===== config.mk =====
export PLATFORM = sky130hd
export DESIGN_NAME = colour_decode_filter
export DESIGN_NICKNAME = d
export VERILOG_FILES = /design/src/rtl/cdf_pkg.sv /design/src/rtl/cdf_classify.sv /design/src/rtl/cdf_redirect_slot.sv /design/src/rtl/cdf_exec_slot.sv /design/src/rtl/colour_decode_filter.sv
export SDC_FILE = /design/constraint.sdc
export NUM_CORES = 1
export LEC_CHECK = 0
export BUFFER_PORTS_ARGS = -buffer_cell sky130_fd_sc_hd__buf_2
export CAP_MARGIN = 10
export CORE_MARGIN = 2
export CORE_UTILIZATION = 48
export CTS_BUF_LIST = sky130_fd_sc_hd__clkbuf_4 sky130_fd_sc_hd__clkbuf_8 sky130_fd_sc_hd__clkbuf_16
export DETAILED_ROUTE_END_ITERATION = 8
export HOLD_SLACK_MARGIN = 0.1
export PLACE_DENSITY_LB_ADDON = 0.2
export SLEW_MARGIN = 25
export SYNTH_ARGS = -nofsm -noshare
export SYNTH_HDL_FRONTEND = slang
export SYNTH_SLANG_ARGS = --single-unit

===== constraint.sdc =====
create_clock -name clk -period 1.7 [get_ports clk]
set_input_delay 0.17 -clock clk [delete_from_list [all_inputs] [get_ports clk]]
set_output_delay 0.17 -clock clk [all_outputs]
set_load 0.05 [all_outputs]

===== src/rtl/cdf_pkg.sv =====
package cdf_pkg;

  typedef enum logic [1:0] {
    VERD_DROP = 2'd0,
    VERD_EXEC = 2'd1,
    VERD_JUMP = 2'd2
  } verdict_e;

endpackage


===== src/rtl/cdf_classify.sv =====
module cdf_classify
  import cdf_pkg::*;
(
  input  logic     item_colour,
  input  logic     item_is_jump,
  input  logic     stage_colour,
  output verdict_e verdict
);

  logic colour_match;

  assign colour_match = (item_colour == stage_colour);

  always_comb begin
    if (!colour_match)
      verdict = VERD_DROP;
    else if (item_is_jump)
      verdict = VERD_JUMP;
    else
      verdict = VERD_EXEC;
  end

endmodule


===== src/rtl/cdf_redirect_slot.sv =====
module cdf_redirect_slot #(
  parameter int ADDR_W = 16
) (
  input  logic              clk,
  input  logic              rst,
  input  logic              load,
  input  logic [ADDR_W-1:0] load_target,
  input  logic              out_ready,
  output logic              out_valid,
  output logic [ADDR_W-1:0] out_target,
  output logic              out_colour,
  output logic              stage_colour
);

  logic fire;

  assign fire = out_valid && out_ready;

  always_ff @(posedge clk) begin
    if (rst) begin
      out_valid    <= 1'b0;
      out_target   <= '0;
      out_colour   <= 1'b0;
      stage_colour <= 1'b0;
    end else begin
      if (fire) begin
        out_valid    <= 1'b0;
        stage_colour <= ~stage_colour;
      end
      if (load) begin
        out_valid  <= 1'b1;
        out_target <= load_target;
        out_colour <= ~stage_colour;
      end
    end
  end

endmodule


===== src/rtl/cdf_exec_slot.sv =====
module cdf_exec_slot #(
  parameter int ADDR_W  = 16,
  parameter int INSTR_W = 32
) (
  input  logic               clk,
  input  logic               rst,
  input  logic               load,
  input  logic [ADDR_W-1:0]  load_addr,
  input  logic [INSTR_W-1:0] load_instr,
  input  logic               out_ready,
  output logic               out_valid,
  output logic [ADDR_W-1:0]  out_addr,
  output logic [INSTR_W-1:0] out_instr
);

  always_ff @(posedge clk) begin
    if (rst) begin
      out_valid <= 1'b0;
      out_addr  <= '0;
      out_instr <= '0;
    end else begin
      if (out_valid && out_ready)
        out_valid <= 1'b0;
      if (load) begin
        out_valid <= 1'b1;
        out_addr  <= load_addr;
        out_instr <= load_instr;
      end
    end
  end

endmodule


===== src/rtl/colour_decode_filter.sv =====
module colour_decode_filter
  import cdf_pkg::*;
#(
  parameter int ADDR_W  = 16,
  parameter int INSTR_W = 32,
  parameter int TGT_LSB = 8
) (
  input  logic               clk,
  input  logic               rst,
  input  logic               in_valid,
  output logic               in_ready,
  input  logic [ADDR_W-1:0]  in_addr,
  input  logic [INSTR_W-1:0] in_instr,
  input  logic               in_colour,
  input  logic               in_is_jump,
  output logic               rd_valid,
  input  logic               rd_ready,
  output logic [ADDR_W-1:0]  rd_target,
  output logic               rd_colour,
  output logic               ex_valid,
  input  logic               ex_ready,
  output logic [ADDR_W-1:0]  ex_addr,
  output logic [INSTR_W-1:0] ex_instr
);

  localparam int TGT_MSB = TGT_LSB + ADDR_W - 1;

  logic              stage_colour;
  logic              accept;
  verdict_e          verdict;
  logic [ADDR_W-1:0] jump_target;

  assign jump_target = in_instr[TGT_MSB:TGT_LSB];
  assign in_ready    = !rd_valid && (!ex_valid || ex_ready);
  assign accept      = in_valid && in_ready;

  cdf_classify u_classify (
    .item_colour  (in_colour),
    .item_is_jump (in_is_jump),
    .stage_colour (stage_colour),
    .verdict      (verdict)
  );

  cdf_redirect_slot #(.ADDR_W(ADDR_W)) u_redirect (
    .clk          (clk),
    .rst          (rst),
    .load         (accept && (verdict == VERD_JUMP)),
    .load_target  (jump_target),
    .out_ready    (rd_ready),
    .out_valid    (rd_valid),
    .out_target   (rd_target),
    .out_colour   (rd_colour),
    .stage_colour (stage_colour)
  );

  cdf_exec_slot #(.ADDR_W(ADDR_W), .INSTR_W(INSTR_W)) u_exec (
    .clk        (clk),
    .rst        (rst),
    .load       (accept && (verdict == VERD_EXEC)),
    .load_addr  (in_addr),
    .load_instr (in_instr),
    .out_ready  (ex_ready),
    .out_valid  (ex_valid),
    .out_addr   (ex_addr),
    .out_instr  (ex_instr)
  );

endmodule


==> results.py, run 1 <==
metrics = {
    "timing": {
        "max_freq_mhz": 636,
        "post-route-period-util_pct": 92.5,
        "finalSetupViolCount": 0,
        "hold_violations": 0,
        "setup_tns_ns": 0,
        "relSlewSlack_pct": 64.9,
        "clock-skew-final_ns": 0.00935,
        "fin_hold_ws_ns": 0.121,
        "min_period_ns": 1.57,
        "tightest_slew_ns": 0.525,
        "slew_violations": 0,
        "rsz0062_at_grt": "false",
    },
    "cells_and_area": {
        "antenna_cells": 0,
        "area_delta_synth_final_pct": 40.1,
        "drive_above_1_share_pct": 33.6,
        "regArea_um2": 1360,
        "fillCellCount": 490,
        "multi_input_area_um2": 1480,
        "layout.nets": 487,
        "fin_area_um2": 4110,
    },
    "die": {
        "die_h_um": 82.2,
        "initial_core_util_pct": 49.5,
        "fp-row-count": 28,
        "die_w_um": 82.2,
        "ios": 123,
        "dieArea_um2": 6750,
        "core-area_um2": 5920,
    },
    "yosys": {
        "synthAdderAreaFrac_pct": 0,
        "syn_area_per_cell_um2": 10.4,
        "synth_xor_xnor_area_share_pct": 0.597,
        "yosys_warnings": 0,
        "synth_top_area_share_pct": 46.4,
        "synth-simple-area-share_pct": 26.7,
        "synth-seq-cells": 68,
        "synth-seq-area-share_pct": 46.4,
        "synthTopCellsByArea": "dfxtp_1 (46%), nand2b_1 (24%), mux2i_1 (22%)",
        "async_flop_share_pct": 0,
        "synth.distinct_cells": 18,
        "synth_most_common_cell": "nand2b_1",
        "synth_cells": 283,
        "synth_common_cells": "nand2b_1 (114), dfxtp_1 (68), mux2i_1 (64)",
        "ys_dominant_reg_cell": "dfxtp_1",
        "synth_compound_area_share_pct": 0.341,
        "syn_nets": 338,
        "synthMuxAreaShare_pct": 22.2,
        "synth_top_family_by_area": "simple AND/OR/NAND/NOR gates",
        "synth_top_cell_by_area": "dfxtp_1",
        "netlist_area_um2": 2930,
        "synth_edf_count": 0,
    },
    "place": {
        "numPortBuffers": 122,
        "dp_hpwl_um": 4160,
        "gp_congestion": 0.767,
        "placed_area_um2": 3610,
    },
    "pwr": {
        "leakage_nw": 1.91,
        "pwr_density_cell_nw_per_um2": 879,
        "ir_drop_mv": 0.678,
    },
    "global_routing": {
        "grt_max_degree": 79,
        "grt-ovfl-total": 0,
        "grt_first_pass_wirelength_um": 10200,
        "track_usage_pct": 19.7,
        "antenna_found_initial": 0,
        "grt_pass1_vias": 2286,
    },
    "clock_tree": {
        "cts.sinks": 68,
        "clk_latency_ns": 0.33,
        "cts_root_buf": "clkbuf_8",
        "path_clk_slew_ns": 0.07,
        "cts_buffers": 9,
        "cts_setup_buffers": 0,
        "cts_htree_levels": 3,
        "cts_resized": 0,
        "cts_tree": "built",
        "hold_buffers": 30,
        "clk_path_buf_depth": 2,
    },
    "worst_setup_path": {
        "path_cells": "xor2_1 -> or4_1 -> mux2i_1",
        "slowest_delay_ns": 0.70,
        "path_class": "flop to flop",
        "timing.rr.start": "u_redirect.stage_colour",
        "path_max_fanout": 7,
        "r2r_cells": 3,
        "crit_family": "simple AND/OR/NAND/NOR gates",
        "end_kind": "flop",
        "crit_buf_inv": 0,
        "arrival_ns": 1.77,
        "cp.required_ns": 1.90,
        "cp-start-kind": "flop",
        "r2r_end": "u_redirect.out_target[0]",
        "critPathSlowestCell": "or4_1",
        "rrSetupSlack_ns": 0.13,
    },
    "detailed_routing": {
        "wl_per_cell_um": 12.6,
        "drtIter0Drc": 63,
        "drt_wl_total_um": 6460,
        "drtPass1Iterations": 4,
        "drc": 0,
        "via_per_inst": 4.69,
        "detail-route-antenna-nets": 0,
        "vias": 2399,
    },
    "hold_path": {
        "hold_class": "input port to flop",
        "holdPathStages": 3,
        "whs_endpoint": "u_exec.out_instr[2]",
        "hp-start": "in_instr[2]",
    },
    "flow_run": {
        "drv_cap": 0,
    },
    "status": {
        "outcome": "finished clean",
    },
}
## worst max path at each step
stage                                        from                       end  slack [ns]  cells after the start
after floorplan                  u_exec.out_valid       u_exec.out_addr[10]        0.04                      5
after global placement    u_redirect.stage_colour  u_redirect.out_target[0]        0.17                      3
after detailed placement  u_redirect.stage_colour  u_redirect.out_target[3]        0.14                      3
after CTS                        u_exec.out_valid                  in_ready        0.12                      3
after global routing             u_exec.out_valid                  in_ready        0.03                      3
final                     u_redirect.stage_colour  u_redirect.out_target[0]        0.13                      3
## kinds of logic after synthesis
family | Yosys count
flops | 68
mux | 65
simple gates | 125
compound gates | 2
xor+xnor | 2
buf+inv | 21
## registers in the layout (all words and copies together) (netlist names)
register,flops
u_redirect.out_target,16
u_exec.out_instr,32
u_redirect.out_valid,1
u_exec.out_addr,16
u_redirect.stage_colour,1
u_redirect.out_colour,1
u_exec.out_valid,1
## placed cells by master (no fill, tap or decap)
| cell type | netlist | layout |
|---|---|---|
| xor2_1 | 2 | 2 |
| inv_1 | 1 | 1 |
| mux2_2 | 1 | 1 |
| dfxtp_1 | 68 | 68 |
| buf_2 | 4 | 122 |
| buf_12 | 0 | 2 |
| bufinv_16 | 0 | 1 |
| nor4_2 | 1 | 1 |
| clkinvlp_4 | 0 | 3 |
| a21oi_1 | 2 | 2 |
| nor4_4 | 0 | 1 |
| nor2b_1 | 2 | 2 |
| buf_4 | 1 | 3 |
| or4_1 | 1 | 1 |
| mux2i_1 | 64 | 64 |
| clkinv_2 | 0 | 3 |
| nand2_1 | 2 | 2 |
| clkbuf_8 | 0 | 9 |
| or4_4 | 1 | 1 |
| nand2b_1 | 114 | 114 |
| nor2_1 | 3 | 3 |
| dlygate4sd3_1 | 0 | 31 |
## per-layer routing
layer / part of all wire [%] / global-route usage (%)
met1: 43 / 23.0
met3: 6.2 / 5.22
met4: 1.3 / 8.83
met2: 49 / 33.8
met5: 0 / 0
## worst reg2reg max path, cell delays in order (launching register included)
cell,delay (ns)
dfxtp_1,0.34
xor2_1,0.22
or4_1,0.70
mux2i_1,0.19
## stage by stage
| stage | utilization, % | total power, mW | worst slack, ns | std cells |
|---|---|---|---|---|
| final | 69.4 | 3.61 | 0.128 | 512 |
| after global routing | 69.4 | 3.78 | 0.0317 | 512 |
| after floorplan | - | 2.16 | 0.0446 | 283 |
| after CTS | 69.3 | 3.65 | 0.123 | 511 |
| after detailed placement | 60.9 | 2.32 | 0.138 | 465 |
| after global placement | 60.9 | 2.31 | 0.166 | 465 |
## power by group
| part | leakage, nW | internal, mW | switching (mW) | total (mW) |
|---|---|---|---|---|
| logic | 1.26 | 0.259 | 0.391 | 0.650 |
| registers | 0.552 | 1.66 | 0.0344 | 1.69 |
| clock network | 0.0910 | 0.669 | 0.606 | 1.27 |
| total | 1.91 | 2.58 | 1.03 | 3.61 |
## cell type report
cell class / instances / share of cell area, %
Multi-Input combinational cell: 194 / 35.9
Clock buffer: 9 / 3.01
Inverter: 1 / 0.0913
Tap cell: 75 / 2.28
Sequential cell: 68 / 33.1
Timing Repair Buffer: 158 / 23.9
Clock inverter: 7 / 1.64
Power figures use the tool's default switching activity.
==> run 2: changes to the inputs <==
Settings changed: ABC_AREA from default to 1, CORE_UTILIZATION 48 to 47.
==> run 2 against run 1 <==
Design area fell by 12%. Final cell count increased by 20%. Routed wire length is 8.6% lower. Area after synthesis down 5.8%. Sequential power rose by 2%. Non-clock buffer count is 29 lower. Clock skew shrank 0.0052 ns. Critical path type unchanged. Critical endpoint is now u_exec.out_instr[20]. Largest cell class is now flip-flops and latches.
==> results.py, run 2 <==
metrics = {
    "worst_setup_path": {
        "crit_buf_inv": 2,
        "crit_family": "simple AND/OR/NAND/NOR gates",
        "arrival_ns": 1.57,
        "path_cells": "inv_1 -> nand3_2 -> nor2_4 -> buf_12 -> nand2_1 -> nand2_1 -> nor2_1",
        "cp.required_ns": 1.92,
        "path_max_fanout": 72,
        "path_class": "flop to flop",
        "cp-start-kind": "flop",
        "critPathSlowestCell": "dfxtp_1",
        "cp_common_cell": "nand2_1",
        "slowest_delay_ns": 0.34,
        "end_kind": "flop",
    },
    "cells_and_area": {
        "final_cells": 616,
        "fin_area_um2": 3630,
        "top_register": "u_exec.out_instr",
        "layout.nets": 595,
        "final_cell_mix": "nor2_1 (136), nand2_1 (133), buf_2 (122), dfxtp_1 (68), inv_1 (53)",
        "layout_commonest_cell": "nor2_1",
        "drive_above_1_share_pct": 27.6,
        "reg.largest.list": "u_exec.out_instr (32), u_exec.out_addr (16), u_redirect.out_target (16)",
        "area_delta_synth_final_pct": 31.2,
        "largest_reg_flops": 32,
        "antenna_cells": 0,
    },
    "yosys": {
        "synth_top_area_share_pct": 49.3,
        "ys_dominant_reg_cell": "dfxtp_1",
        "synth_common_cells": "nor2_1 (136), nand2_1 (133), dfxtp_1 (68)",
        "netlist_area_um2": 2760,
        "async_flop_share_pct": 0,
        "yosys_warnings": 0,
        "synth_top_cell_by_area": "dfxtp_1",
        "synth.distinct_cells": 15,
        "syn_nets": 475,
        "synth_most_common_cell": "nor2_1",
        "synth_cells": 420,
        "synth-seq-cells": 68,
        "synth-seq-area-share_pct": 49.3,
        "syn_area_per_cell_um2": 6.58,
        "synth_edf_count": 0,
        "synthTopCellsByArea": "dfxtp_1 (49%), nor2_1 (18%), nand2_1 (18%)",
    },
    "clock_tree": {
        "cts_tree": "built",
        "cts_root_buf": "clkbuf_8",
        "path_clk_slew_ns": 0.07,
        "cts.sinks": 68,
        "clk_path_buf_depth": 2,
        "cts_buffers": 9,
        "cts_htree_levels": 3,
        "clk_latency_ns": 0.33,
        "cts_setup_buffers": 0,
    },
    "die": {
        "die_w_um": 80.7,
        "initial_core_util_pct": 49.3,
        "dieArea_um2": 6510,
        "ios": 123,
        "die_h_um": 80.7,
        "fp-row-count": 27,
        "core-area_um2": 5610,
    },
    "pwr": {
        "clkPwrFrac_pct": 32.9,
        "pwr_density_cell_nw_per_um2": 1040,
        "leakage_nw": 2.07,
        "seqPwrFrac_pct": 46.1,
        "power.switching_mw": 1.16,
        "ir_drop_mv": 0.590,
        "p_int_mw": 2.61,
        "pwr-share-comb_pct": 21.0,
        "power_mw": 3.76,
        "switching_share_pct": 30.8,
    },
    "timing": {
        "fin_hold_ws_ns": 0.132,
        "hold_violations": 0,
        "relSlewSlack_pct": 77.5,
        "min_period_ns": 1.34,
        "clock-skew-final_ns": 0.00420,
        "rsz0062_at_grt": "false",
        "setup_tns_ns": 0,
        "tightest_slew_ns": 0.337,
        "finalSetupViolCount": 0,
        "max_freq_mhz": 745,
        "post-route-period-util_pct": 79.0,
        "slew_violations": 0,
    },
    "global_routing": {
        "grt_max_degree": 73,
        "grt_pass1_vias": 2255,
        "track_usage_pct": 18.9,
        "grt_first_pass_wirelength_um": 9450,
        "antenna_found_initial": 0,
        "grt-ovfl-total": 0,
    },
    "detailed_routing": {
        "wl_met1_um": 2730,
        "routed-wl-met2_um": 2630,
        "highest_layer": "met4",
        "dr_wl_met3_um": 437,
        "drtIter0Drc": 67,
        "drt_wl_total_um": 5910,
        "vias": 2622,
        "wl_per_cell_um": 9.59,
        "detail-route-antenna-nets": 0,
        "drc": 0,
        "drtPass1Iterations": 4,
        "via_per_inst": 4.26,
    },
    "place": {
        "dp_cells": 600,
        "placed_area_um2": 3420,
        "gp_congestion": 0.749,
        "dp_hpwl_um": 4240,
        "numPortBuffers": 122,
    },
    "flow_run": {
        "drv_cap": 0,
    },
    "hold_path": {
        "hold_class": "input port to flop",
    },
    "status": {
        "outcome": "finished clean",
    },
}
## run 2: power groups by stage
stage / combinational [mW] / sequential, mW / clock [mW]
floorplan: 0.265 / 2.10 / 0
global placement: 0.783 / 1.77 / 0
detailed placement: 0.795 / 1.77 / 0
CTS: 0.799 / 1.74 / 1.28
global route: 0.867 / 1.74 / 1.35
finish: 0.791 / 1.73 / 1.24
## run 2: cell families after synthesis
kind of cell / synth area share [%]
simple gates: 38.5
buf+inv: 11.9
flops: 49.3
compound gates: 0.362
## run 2: per-stage QoR
step,setup WS [ns],utilization [%]
finish,0.358,64.7
global route,0.232,64.7
CTS,0.333,64.7
detailed placement,0.374,61.1
global placement,0.419,61.1
floorplan,0.200,-
## run 2: layer usage
metal	track usage, %	up-vias
li1	-	1439
met4	8.64	0
met3	5.06	10
met2	32.0	78
met5	0	-
met1	22.1	1095
## run 2: area by class of cell
| cell class | count | area, um^2 |
|---|---|---|
| flip-flops and latches | 68 | 1360 |
| fillers | 547 | 1980 |
| clock inverters | 1 | 5.00 |
| inverters | 55 | 206 |
| well taps | 72 | 90.1 |
| multi-input cells | 277 | 1070 |
| clock buffers | 14 | 186 |
| repair buffers | 129 | 703 |
## run 2: path summary, 6_finish.rpt
check / to / depth (start not counted) / from / slack (ns)
worst max-delay path: u_exec.out_instr[20] / 7 / u_redirect.out_valid / 0.36
worst min-delay path: u_exec.out_instr[4] / 5 / in_instr[4] / 0.13
worst max register to register: u_exec.out_instr[20] / 7 / u_redirect.out_valid / 0.36
worst min register to register: u_exec.out_addr[15] / 2 / u_exec.out_addr[15] / 0.48
## run 2: what timing repair did
| item | CTS | global route |
|---|---|---|
| endpoints found under the hold margin | 2 | 0 |
| hold buffers | 1 | 0 |
| resized for setup | 0 | 0 |
## run 2: worst min-delay path, delay by kind of cell
family        cells  cell delay (ns)
buf+inv           2             0.13
simple gates      3             0.12
